===== config.mk =====
export PLATFORM = sky130hd
export DESIGN_NAME = shadow_route_top
export DESIGN_NICKNAME = d
export VERILOG_FILES = /design/src/rtl/shadow_route_pkg.sv /design/src/rtl/shadow_cfg_regs.sv /design/src/rtl/shadow_seg_lookup.sv /design/src/rtl/shadow_hole_lookup.sv /design/src/rtl/shadow_route_top.sv
export SDC_FILE = /design/constraint.sdc
export NUM_CORES = 1
export LEC_CHECK = 0
export BUFFER_PORTS_ARGS = -buffer_cell sky130_fd_sc_hd__buf_4
export CORE_UTILIZATION = 50
export CTS_BUF_LIST = sky130_fd_sc_hd__clkbuf_4 sky130_fd_sc_hd__clkbuf_8
export CTS_CLUSTER_DIAMETER = 120
export DETAILED_ROUTE_END_ITERATION = 7
export HOLD_SLACK_MARGIN = 0.15
export PLACE_DENSITY = 0.79
export SETUP_SLACK_MARGIN = 0.02
export SYNTH_ARGS = -nofsm -noshare
export SYNTH_HDL_FRONTEND = slang
export SYNTH_SLANG_ARGS = --single-unit
export TNS_END_PERCENT = 1

===== constraint.sdc =====
create_clock -name clk -period 2.4 [get_ports clk]
set_input_delay 0.48 -clock clk [delete_from_list [all_inputs] [get_ports clk]]
set_output_delay 0.48 -clock clk [all_outputs]
set_load 0.01 [all_outputs]

===== src/rtl/shadow_route_pkg.sv =====
package shadow_route_pkg;

    // number of 16 KB segments in each 128 KB half of the legacy area
    localparam int unsigned SEG_PER_HALF = 8;
    localparam int unsigned SEG_TOTAL    = 2 * SEG_PER_HALF;
    localparam int unsigned SEG_SHIFT    = 14;
    localparam int unsigned CFG_BYTES    = 5;

    typedef enum logic [2:0] {
        SEL_RD_LO = 3'd0,
        SEL_RD_HI = 3'd1,
        SEL_WR_LO = 3'd2,
        SEL_WR_HI = 3'd3,
        SEL_HOLE  = 3'd4
    } cfg_sel_e;

    // bit positions inside the hole-control byte
    localparam int unsigned HOLE_BIT_8X = 2;
    localparam int unsigned HOLE_BIT_AX = 3;
    localparam int unsigned HOLE_BIT_FW = 4;
    localparam int unsigned HOLE_BIT_EW = 5;

    typedef struct packed {
        logic [7:0] hole;
        logic [7:0] wr_hi;
        logic [7:0] wr_lo;
        logic [7:0] rd_hi;
        logic [7:0] rd_lo;
    } shadow_cfg_t;

    typedef enum logic [2:0] {
        RGN_PLAIN,
        RGN_SEG,
        RGN_HOLE_8X,
        RGN_HOLE_AX,
        RGN_WIN_E,
        RGN_WIN_F
    } region_e;

endpackage


===== src/rtl/shadow_cfg_regs.sv =====
module shadow_cfg_regs
    import shadow_route_pkg::*;
(
    input  logic        clk,
    input  logic        rst_n,
    input  logic        cfg_we,
    input  logic [2:0]  cfg_sel,
    input  logic [7:0]  cfg_wdata,
    output shadow_cfg_t cfg
);

    logic [7:0] byte_q [CFG_BYTES];

    for (genvar b = 0; b < CFG_BYTES; b++) begin : g_byte
        always_ff @(posedge clk) begin
            if (!rst_n) begin
                byte_q[b] <= 8'h00;
            end else if (cfg_we && (cfg_sel == 3'(b))) begin
                byte_q[b] <= cfg_wdata;
            end
        end
    end

    always_comb begin
        cfg.rd_lo = byte_q[SEL_RD_LO];
        cfg.rd_hi = byte_q[SEL_RD_HI];
        cfg.wr_lo = byte_q[SEL_WR_LO];
        cfg.wr_hi = byte_q[SEL_WR_HI];
        cfg.hole  = byte_q[SEL_HOLE];
    end

endmodule


===== src/rtl/shadow_seg_lookup.sv =====
module shadow_seg_lookup
    import shadow_route_pkg::*;
(
    input  logic [19:0] addr_lo,
    input  logic        is_write,
    input  shadow_cfg_t cfg,
    output logic        seg_hit,
    output logic        seg_internal
);

    localparam logic [19:0] AREA_BASE = 20'hC0000;

    logic [SEG_TOTAL-1:0] match;
    logic [SEG_TOTAL-1:0] en_rd;
    logic [SEG_TOTAL-1:0] en_wr;

    for (genvar g = 0; g < SEG_TOTAL; g++) begin : g_seg
        localparam logic [19:0] BASE = AREA_BASE + 20'(g << SEG_SHIFT);
        assign match[g] = (addr_lo[19:SEG_SHIFT] == BASE[19:SEG_SHIFT]);
        if (g < SEG_PER_HALF) begin : g_lo
            assign en_rd[g] = cfg.rd_lo[g];
            assign en_wr[g] = cfg.wr_lo[g];
        end else begin : g_hi
            assign en_rd[g] = cfg.rd_hi[g - SEG_PER_HALF];
            assign en_wr[g] = cfg.wr_hi[g - SEG_PER_HALF];
        end
    end

    always_comb begin
        seg_hit      = |match;
        seg_internal = |(match & (is_write ? en_wr : en_rd));
    end

endmodule


===== src/rtl/shadow_hole_lookup.sv =====
module shadow_hole_lookup
    import shadow_route_pkg::*;
#(
    parameter int unsigned ADDR_W = 24
) (
    input  logic [ADDR_W-1:0]  addr,
    input  logic [ADDR_W-20:0] mem_size_mb,
    input  logic [7:0]         hole,
    output region_e            region,
    output logic               hole_internal
);

    localparam int unsigned MB_W = ADDR_W - 20;

    logic [MB_W-1:0] mb_idx;
    logic            below_1m;

    always_comb begin
        mb_idx        = addr[ADDR_W-1:20];
        below_1m      = (mb_idx == '0);
        region        = RGN_PLAIN;
        hole_internal = 1'b0;
        if (below_1m && addr[19:17] == 3'b100) begin
            region        = RGN_HOLE_8X;
            hole_internal = hole[HOLE_BIT_8X];
        end else if (below_1m && addr[19:17] == 3'b101) begin
            region        = RGN_HOLE_AX;
            hole_internal = hole[HOLE_BIT_AX];
        end else if (mb_idx == MB_W'(14) && mem_size_mb > (MB_W+1)'(14)) begin
            region        = RGN_WIN_E;
            hole_internal = !hole[HOLE_BIT_EW];
        end else if (mb_idx == MB_W'(15) && mem_size_mb > (MB_W+1)'(15)) begin
            region        = RGN_WIN_F;
            hole_internal = !hole[HOLE_BIT_FW];
        end
    end

endmodule


===== src/rtl/shadow_route_top.sv =====
module shadow_route_top
    import shadow_route_pkg::*;
#(
    parameter int unsigned ADDR_W = 24
) (
    input  logic              clk,
    input  logic              rst_n,
    input  logic              cfg_we,
    input  logic [2:0]        cfg_sel,
    input  logic [7:0]        cfg_wdata,
    input  logic [ADDR_W-20:0] mem_size_mb,
    input  logic              acc_valid,
    input  logic              acc_write,
    input  logic [ADDR_W-1:0] acc_addr,
    output logic              to_dram,
    output logic              to_ext,
    output logic              bios_rd_shadow,
    output logic              bios_wr_shadow
);

    localparam int unsigned MB_W = ADDR_W - 20;

    shadow_cfg_t cfg;
    region_e     hole_rgn;
    logic        hole_int;
    logic        seg_hit;
    logic        seg_int;
    logic        below_1m;
    logic        plain_int;
    logic        internal;

    shadow_cfg_regs u_regs (
        .clk       (clk),
        .rst_n     (rst_n),
        .cfg_we    (cfg_we),
        .cfg_sel   (cfg_sel),
        .cfg_wdata (cfg_wdata),
        .cfg       (cfg)
    );

    shadow_seg_lookup u_seg (
        .addr_lo      (acc_addr[19:0]),
        .is_write     (acc_write),
        .cfg          (cfg),
        .seg_hit      (seg_hit),
        .seg_internal (seg_int)
    );

    shadow_hole_lookup #(.ADDR_W(ADDR_W)) u_hole (
        .addr          (acc_addr),
        .mem_size_mb   (mem_size_mb),
        .hole          (cfg.hole),
        .region        (hole_rgn),
        .hole_internal (hole_int)
    );

    always_comb begin
        below_1m  = (acc_addr[ADDR_W-1:20] == '0);
        plain_int = ({1'b0, acc_addr[ADDR_W-1:20]} < mem_size_mb);
        if (below_1m && seg_hit) begin
            internal = seg_int;
        end else if (hole_rgn != RGN_PLAIN) begin
            internal = hole_int;
        end else begin
            internal = plain_int;
        end
        to_dram        = acc_valid && internal;
        to_ext         = acc_valid && !internal;
        bios_rd_shadow = |cfg.rd_hi[7:4];
        bios_wr_shadow = |cfg.wr_hi[7:4];
    end

endmodule


After elaboration in Yosys (flattened, before gate mapping)
Memory sizes are Yosys's and may differ from the RTL's.
Cells that the tools add are included.
- add/sub/neg operators: 0
- multipliers: 0
- divide/modulo/power cells: 0
- $lt $le $gt $ge: 3
- equality and inequality tests: 24
- shifts and indexed selects: 0
- muxes and demuxes: 32
- bitwise logic cells: 6
- reductions and logical operators: 22
- operators with widths (kind ; count):
    equality test 6 bit, second input constant ; 16
    2-to-1 mux 8 bit ; 5
    OR reduction 16 bit ; 2
    2-to-1 mux 1 bit ; 22
    AND 16 bit ; 1
    2-to-1 mux 16 bit ; 1
    logical AND 1 bit ; 12
    2-to-1 mux 3 bit ; 4
    > comparator 5 x 4 -> 1 bit, second input constant ; 2
    equality test 3 bit, second input constant ; 3
    equality test 4 bit, second input constant ; 2
    OR reduction 4 bit ; 2
    equality test 3 x 2 -> 1 bit, second input constant ; 2
    < comparator 4 x 5 -> 1 bit ; 1
    bitwise OR 1 bit ; 5
    zero test 4 bit ; 1
    equality test 3 x 1 -> 1 bit, second input constant ; 1
    zero test 1 bit ; 3
    zero test 3 bit ; 1
    nonzero test 3 bit ; 1
- register bits: 0
- bits in latches: 0
- RAM bits: 40
- ROM bits: 0
- input port bits: 45
- output and inout bits: 4
- logic and storage cells: 88
- memories: 1
- memories (memory ; words ; width ; read ports ; clocked after Yosys merged registers in ; wr ports ; RTL line ; RTL):
    u_regs.byte_q ; 5 ; 8 ; 5 ; 0 ; 5 ; shadow_cfg_regs.sv:12 ; logic [7:0] byte_q [CFG_BYTES];

Longest topological paths before layout
Gate-level depths: netlist (run 1).
- depth in word-level cells: 11
- gate-level depth with buffers: 7
- gate-level depth less buffers: 7

Modules after synthesis
A second synthesis (run 1) with hierarchy kept.
- cell total of the unflattened synthesis: 185
- area total of the unflattened synthesis: 2195.9 µm²
- modules (own cells, without submodules) (module ; times used ; cells each ; area each (µm²) ; sequential area each (µm²)):
    shadow_cfg_regs ; 1 ; 108 ; 1599.0 ; 1201.2
    shadow_seg_lookup ; 1 ; 40 ; 337.8 ; 0.0
    shadow_route_top ; 1 ; 23 ; 163.9 ; 0.0
    shadow_hole_lookup ; 1 ; 14 ; 95.1 ; 0.0

Worst setup path after synthesis (run 1)
No wires, ideal clock.
- kind: input to output
- from: input acc_write
- to: output to_ext
- arrival: 1995 ps
- path slack: -75 ps
- stages: 6
- buffers on the path: 1
- cell sequence: buf_6 mux4_2 and3_1 a2111o_1 nor4_2 o21a_1
- cells in the longest elaborated chain, start to end: 6
- RTL lines (item ; RTL line ; RTL):
    start, declared ; shadow_route_top.sv:13 ; input logic acc_write,
    2-to-1 mux 16 bit ; shadow_seg_lookup.sv:31 ; seg_internal = |(match & (is_write ? en_wr : en_rd));
    AND 16 bit ; shadow_seg_lookup.sv:31 ;
    OR reduction 16 bit ; shadow_seg_lookup.sv:31 ;
    2-to-1 mux 1 bit ; shadow_route_top.sv:60 ; if (below_1m && seg_hit) begin
    zero test 1 bit ; shadow_route_top.sv:68 ; to_ext = acc_valid && !internal;
    logical AND 1 bit ; shadow_route_top.sv:68 ;
    end, declared ; shadow_route_top.sv:16 ; output logic to_ext,
Every way passes these cells.

==> key figures, run 1 <==
Outcome
  – Outcome: complete, but fails checks
  – Failing checks: negative setup slack

Drt
  – First drt pass iteration count: 4
  – # DRC: 0
  – Routed via count: 1411
  – Drt wl/cell: ~17 um
  – Post-route ant nets: 0
  – Via/cell ratio: ~5.5
  – WL final: 4.28 mm
  – DRT iter0 DRCs: between 70 and 80

Synthesis
  – Most common flop cell mapped by yosys: edfxtp_1
  – Simple-gate area share of the yosys netlist: between 20% and 30%
  – Syn. warnings: 0
  – Largest area contributor in the netlist: edfxtp_1
  – Number of synthesized register bits: 36
  – Synthesized instance count: ~160
  – Xor-xnor portion of the synthesized cell area: 0%
  – Mux cell area share after synthesis: 9.82%
  – Distinct cells, synth: 40
  – Syn_nets: 204
  – Largest family of logic cells by synthesized area: simple AND/OR/NAND/NOR gates
  – Post-synthesis adder-cell area fraction: about 1.9%
  – Post-synth EDFFs: 36
  – Synth area leaders: edfxtp_1, and2_1, mux4_2
  – Post-synthesis cell area: about 0.002 mm^2
  – Avg Cell Area, Syn: 12.6 um^2
  – Area share of the largest cell type after synthesis: ~55%
  – Synth async-reset ratio: 0%
  – Compound-Gate Fraction of Synth Area: between 6 and 7%
  – Sequential-to-total area share from yosys stat: a little under three fifths

STA
  – Final Cycle Share: 105%
  – Tightest Pin Transition: between 600 and 700 ps
  – Fin. max-slew vios: 0
  – Min Tclk post-route: around 2500 ps
  – Post-route setup slack: -113 ps
  – Final setup fails: 2
  – Hold Slack: around 490 ps
  – Worst rel slew slack: a little under three fifths
  – Hold Vio Cnt, Final: 0
  – Fmax: about 0.40 GHz
  – RSZ-0062 raised after global routing: yes

Clocking
  – CTS Hold Bufs: 0
  – CTS Buf Count: 5
  – CTS Sinks: 36
  – CTS Root Cell: clkbuf_8
  – CTS tree: built
  – Clock-pin slew of the registers on the worst-case setup and hold paths: roughly 70 ps
  – Post-CTS setup buffers: 0
  – H-tree depth: 2
  – Clock Tree Buf Depth: 2

Setup path
  – Crit path buf inv count: 1
  – CP Max Fanout: 2
  – Setup CP Type: flop to output port
  – Critical Path Stages: 6
  – Slowest CP cell: mux4_2
  – WP data arrival: 2030 ps
  – Max stage delay on crit path: 470 ps
  – Req. time, crit path: between 1500 and 2000 ps
  – CP delay by family, top: compound AO/OA/AOI/OAI gates
  – CP endpoint kind: output port
  – Crit path launch type: flop
  – CP cell instances: mux4_2, and3_1, a2111o_1, nor4_4, o21a_1, buf_4

Global routing
  – Antenna violations before repair: 0
  – Largest net degree at the start of global routing: 12
  – Global-route wire length before repair: ~6.8 mm
  – GRT Overall Usage: 23.1%
  – Overflow after GRT: 0
  – Vias in the first global route: between 1000 and 1500

Cells and area
  – Layout cell share with drive strength beyond 1: between 30% and 40%
  – Area grow syn2layout: 25.7%
  – Fin cells: approximately 260
  – N_diodes: 0
  – Largest regs: u_regs.byte_q: 36 flops
  – Fin nets: between 200 and 300
  – Core Util, Final: roughly two thirds
  – Flip-flop count of the largest register after layout: 36
  – Largest Register: u_regs.byte_q

Floorplanning
  – Starting Density: 52.8%
  – Die Y: 64.7 um
  – Core area: between 0.003 and 0.004 mm^2
  – Die width: approximately 65 um
  – Core Rows: 22
  – # IOs: 49
  – Die area: approximately 0.0042 mm^2

Worst hold path
  – Hold Path Class: primary input to flop
  – WHS Path Cells: 2

Power and ir drop
  – Pwr Total: between 0.001 and 0.0015 W
  – PD cells: 596 mW/mm^2
  – Max VDD drop: about 0.00040 V
  – Leak: between 0.9 and 1 nW

Placed design
  – Routability cong.: between 0.9 and 1
  – Dpl ws: -210 ps
  – DP Wirelength: about 3.3 mm
  – Input/output buffers: 34
  – Cell total after placement: between 200 and 300

Flow run
  – Max cap viols: 0
per-layer routing:
layer / global-route usage (%) / vias to the layer above / routed length [um]
li1: - / 685 / -
met1: 25.0 / 682 / 1700
met2: 42.2 / 33 / 2320
met3: 4.75 / 11 / 139
met4: 11.7 / 0 / 116
met5: 0 / - / 0
cells by family (layout without fill, tap and decap cells):
family,Yosys count,in the layout
compound gates,18,18
fa+ha+maj,3,3
buf+inv,10,64
flops,36,36
mux,12,12
simple gates,77,77
cells in the mapped netlist (2+ instances only):
master / number
buf_6: 2
nor2_1: 7
mux4_2: 3
mux2i_1: 5
nor2b_1: 5
edfxtp_1: 36
o22ai_1: 2
mux4_1: 2
or4_1: 2
nand2_1: 8
a211oi_1: 2
a31oi_1: 2
mux2_2: 2
and2_1: 36
ha_1: 3
inv_1: 7
o21ai_0: 4
and3_1: 2
nand3_1: 5
path summary, 6_finish.rpt:
kind	startpoint	to
worst max-delay path	u_regs.byte_q[2][0]	to_ext
worst min-delay path	cfg_wdata[7]	u_regs.byte_q[0][7]
cell usage in the layout (no fill, tap or decap), drive strengths merged, types with 2 or more instances in the layout:
master and n:
buf 49, nor2 7, nand3 5, edfxtp 36
a211oi 2, clkbuf 6, ha 3, o21ai 4
nand2 8, inv 7, nor4 2, o22ai 2
or4 2, a31oi 2, mux2 2, mux2i 5
and2 36, mux4 5, and3 2, nor2b 5
final cells by class:
cell class	count	area, um^2
fill	299	1250
multi-input combinational	110	821
inverter	7	26.3
sequential	36	1080
clock inverter	2	35.0
timing repair buffer	49	368
tap	48	60.1
clock buffer	6	76.3
per-stage QoR:
| step | area [um^2] | TNS, ps |
|---|---|---|
| 2_1_floorplan | 1970 | 0 |
| 3_3_place_gp | 2350 | -350 |
| 3_5_place_dp | 2350 | -406 |
| 4_1_cts | 2470 | -240 |
| 5_1_grt | 2470 | -393 |
| 6_report | 2470 | -204 |
timing repair:
item,4_1_cts,5_1_grt
gates resized for setup,4,0
setup endpoints to repair,2,2
pin swaps,2,0
power breakdown:
group          total (W)  switching (W)  internal (W)
clock network   0.000531       0.000212      0.000319
logic           0.000191      0.0000897      0.000101
registers       0.000747      0.0000139      0.000733
total            0.00147       0.000316       0.00115
No activity file was read; power rests on OpenSTA's default activity.
==> inputs of run 2 (changes only) <==
--- a/config.mk
+++ b/config.mk
@@ -6,12 +6,11 @@
 export NUM_CORES = 1
 export LEC_CHECK = 0
 export BUFFER_PORTS_ARGS = -buffer_cell sky130_fd_sc_hd__buf_4
-export CORE_UTILIZATION = 50
+export CORE_UTILIZATION = 33
 export CTS_BUF_LIST = sky130_fd_sc_hd__clkbuf_4 sky130_fd_sc_hd__clkbuf_8
 export CTS_CLUSTER_DIAMETER = 120
 export DETAILED_ROUTE_END_ITERATION = 7
 export HOLD_SLACK_MARGIN = 0.15
-export PLACE_DENSITY = 0.79
 export SETUP_SLACK_MARGIN = 0.02
 export SYNTH_ARGS = -nofsm -noshare
 export SYNTH_HDL_FRONTEND = slang
==> run 2 against run 1 <==
Against the previous run: the run still ends with negative setup slack left; sequential share of layout area down 0.13 points; via count fell by 5.8%; power is 9.6% lower; design area increased by 0.30%; largest cell class unchanged; largest power group unchanged.
==> key figures, run 2 (synthesis gave the netlist of run 1 again) <==
Floorplanning
  – Core area: 0.00561 mm^2 (+51%)
  – # IOs: 49 (unchanged)
  – Die Y: 79.1 um (+22%)
  – Die width: 79.1 um (+22%)
  – Die area: 0.00626 mm^2 (+50%)
  – Starting Density: 35.0% (-18 points)
  – Core Rows: 27 (+23%)

Placed design
  – Dpl cell area: 0.00238 mm^2 (+1.3%)
  – Input/output buffers: 34 (unchanged)
  – Cell total after placement: 274 (+9.6%)
  – DP Wirelength: 3.06 mm (-6.9%)
  – Routability cong.: 0.729 (-22%)

STA
  – Fmax: 0.392 GHz (-1.4%)
  – Final setup fails: 2 (unchanged)
  – Post-route setup slack: -150 ps (-36.3 ps)
  – Tightest Pin Transition: 533 ps (-109 ps)
  – RSZ-0062 raised after global routing: yes
  – Min Tclk post-route: 2550 ps (+36.3 ps)
  – Final Cycle Share: 106% (+1.5 points)
  – Fin. max-slew vios: 0 (unchanged)
  – Hold Vio Cnt, Final: 0 (unchanged)
  – Worst rel slew slack: 64.4% (+7.5 points)

Cells and area
  – Final Cell Area: 0.00247 mm^2 (+0.30%)
  – Fin nets: 257 (unchanged)
  – Layout cell share with drive strength beyond 1: 32.5% (-0.80 points)
  – Largest regs: u_regs.byte_q: 36 flops
  – Most frequent cells in the layout: buf_4, and2_1, edfxtp_1, nand2_1
  – Register area: 0.00108 mm^2 (unchanged)
  – N_diodes: 0 (unchanged)
  – Most common cell after layout, fill and taps aside: buf_4
  – Flip-flop count of the largest register after layout: 36 (unchanged)
  – Multi-input logic area: 825 um^2 (+0.46%)
  – # fillers: 551 (+84%)
  – Core Util, Final: 44.1% (-22 points)
  – Area grow syn2layout: 26.1%
  – Fin cells: 281 (+8.9%)
  – Largest Register: u_regs.byte_q

Drt
  – Via/cell ratio: 4.73 (-14%)
  – Routed via count: 1329 (-5.8%)
  – WL final: 3.83 mm (-10%)
  – Post-route ant nets: 0 (unchanged)
  – # DRC: 0 (unchanged)
  – DRT iter0 DRCs: 18 (-75%)
  – First drt pass iteration count: 4 (unchanged)
  – Drt wl/cell: 13.6 um (-18%)

Setup path
  – CP Max Fanout: 2 (unchanged)
  – WP data arrival: 2070 ps (+40 ps)
  – Crit path launch type: flop
  – Setup CP Type: flop to output port
  – CP endpoint kind: output port
  – Req. time, crit path: 1920 ps (about the same)

Clocking
  – CTS Buf Count: 5 (unchanged)
  – Clock Tree Buf Depth: 2 (unchanged)
  – Clock-pin slew of the registers on the worst-case setup and hold paths: 60 ps (about the same)
  – H-tree depth: 2 (unchanged)
  – Post-CTS setup buffers: 0 (unchanged)
  – CTS Hold Bufs: 0 (unchanged)
  – CTS Sinks: 36 (unchanged)
  – CTS tree: built
  – CTS Root Cell: clkbuf_8

Flow run
  – Max cap viols: 0 (unchanged)

Outcome
  – Failing checks: negative setup slack
  – Outcome: complete, but fails checks

Global routing
  – Overflow after GRT: 0 (unchanged)
  – Largest net degree at the start of global routing: 11 (-1)
  – Vias in the first global route: 1380 (-4.7%)
  – Global-route wire length before repair: 6.43 mm (-5.1%)
  – GRT Overall Usage: 13.8% (-9.3 points)
  – Antenna violations before repair: 0 (unchanged)

Power and ir drop
  – PD cells: 537 mW/mm^2 (-9.9%)
  – Pwr Total: 0.00133 W (-9.6%)
  – Leak: 0.991 nW (-0.80%)
  – Max VDD drop: 0.000300 V (-26%)

Worst hold path
  – Hold Path Class: primary input to flop
-- run 2: cell types whose count changed in the layout (fill, tap and decap cells not counted), sizes merged --
cell	delta
bufinv	-1
-- run 2: report_power, final --
part	total (W)	switching, W	internal, W	leakage, nW
Combinational	0.000185	0.0000845	0.000100	0.599
Sequential	0.000746	0.0000125	0.000734	0.348
Clock	0.000397	0.000189	0.000208	0.0445
Total	0.00133	0.000286	0.00104	0.991
-- run 2: layout make-up --
type / count / area share [%]
clock buffer: 6 / 3.08
clock inverter: 1 / 0.202
inverter: 7 / 1.06
multi-input combinational: 110 / 33.3
sequential: 36 / 43.7
tap: 72 / 3.64
timing repair buffer: 49 / 15.0
-- run 2: timing repair --
action / in CTS / in global routing
resized for setup: 2 / 2
pin swaps: 1 / 0
endpoints found under the setup margin: 2 / 2
-- run 2: metrics by stage --
| stage | setup TNS [ps] | setup WS, ps | hold slack, ps |
|---|---|---|---|
| CTS | -348 | -183 | 491 |
| detailed placement | -459 | -236 | 788 |
| global route | -465 | -239 | 493 |
| finish | -276 | -150 | 499 |
| floorplan | 0 | 10.1 | 678 |
| global placement | -512 | -263 | 787 |
-- run 2: per-layer routing --
metal / vias up / GRT usage, % / wire [um]
li1: 681 / - / -
met1: 612 / 17.3 / 1770
met2: 34 / 23.4 / 1860
met3: 2 / 3.22 / 173
met4: 0 / 4.36 / 27
met5: - / 0 / 0
-- run 2: final timing paths --
check / from / to / slack (ps) / cells after the start
max: u_regs.byte_q[2][1] / to_ext / -150 / 6
min: cfg_wdata[1] / u_regs.byte_q[2][1] / 500 / 2
-- run 2: worst max-delay path, cell delays in order (launching register included) --
cell	delay, ps
edfxtp_1	360
mux4_2	490
and3_1	160
a2111o_1	330
nor4_4	180
o21a_1	150
buf_4	110
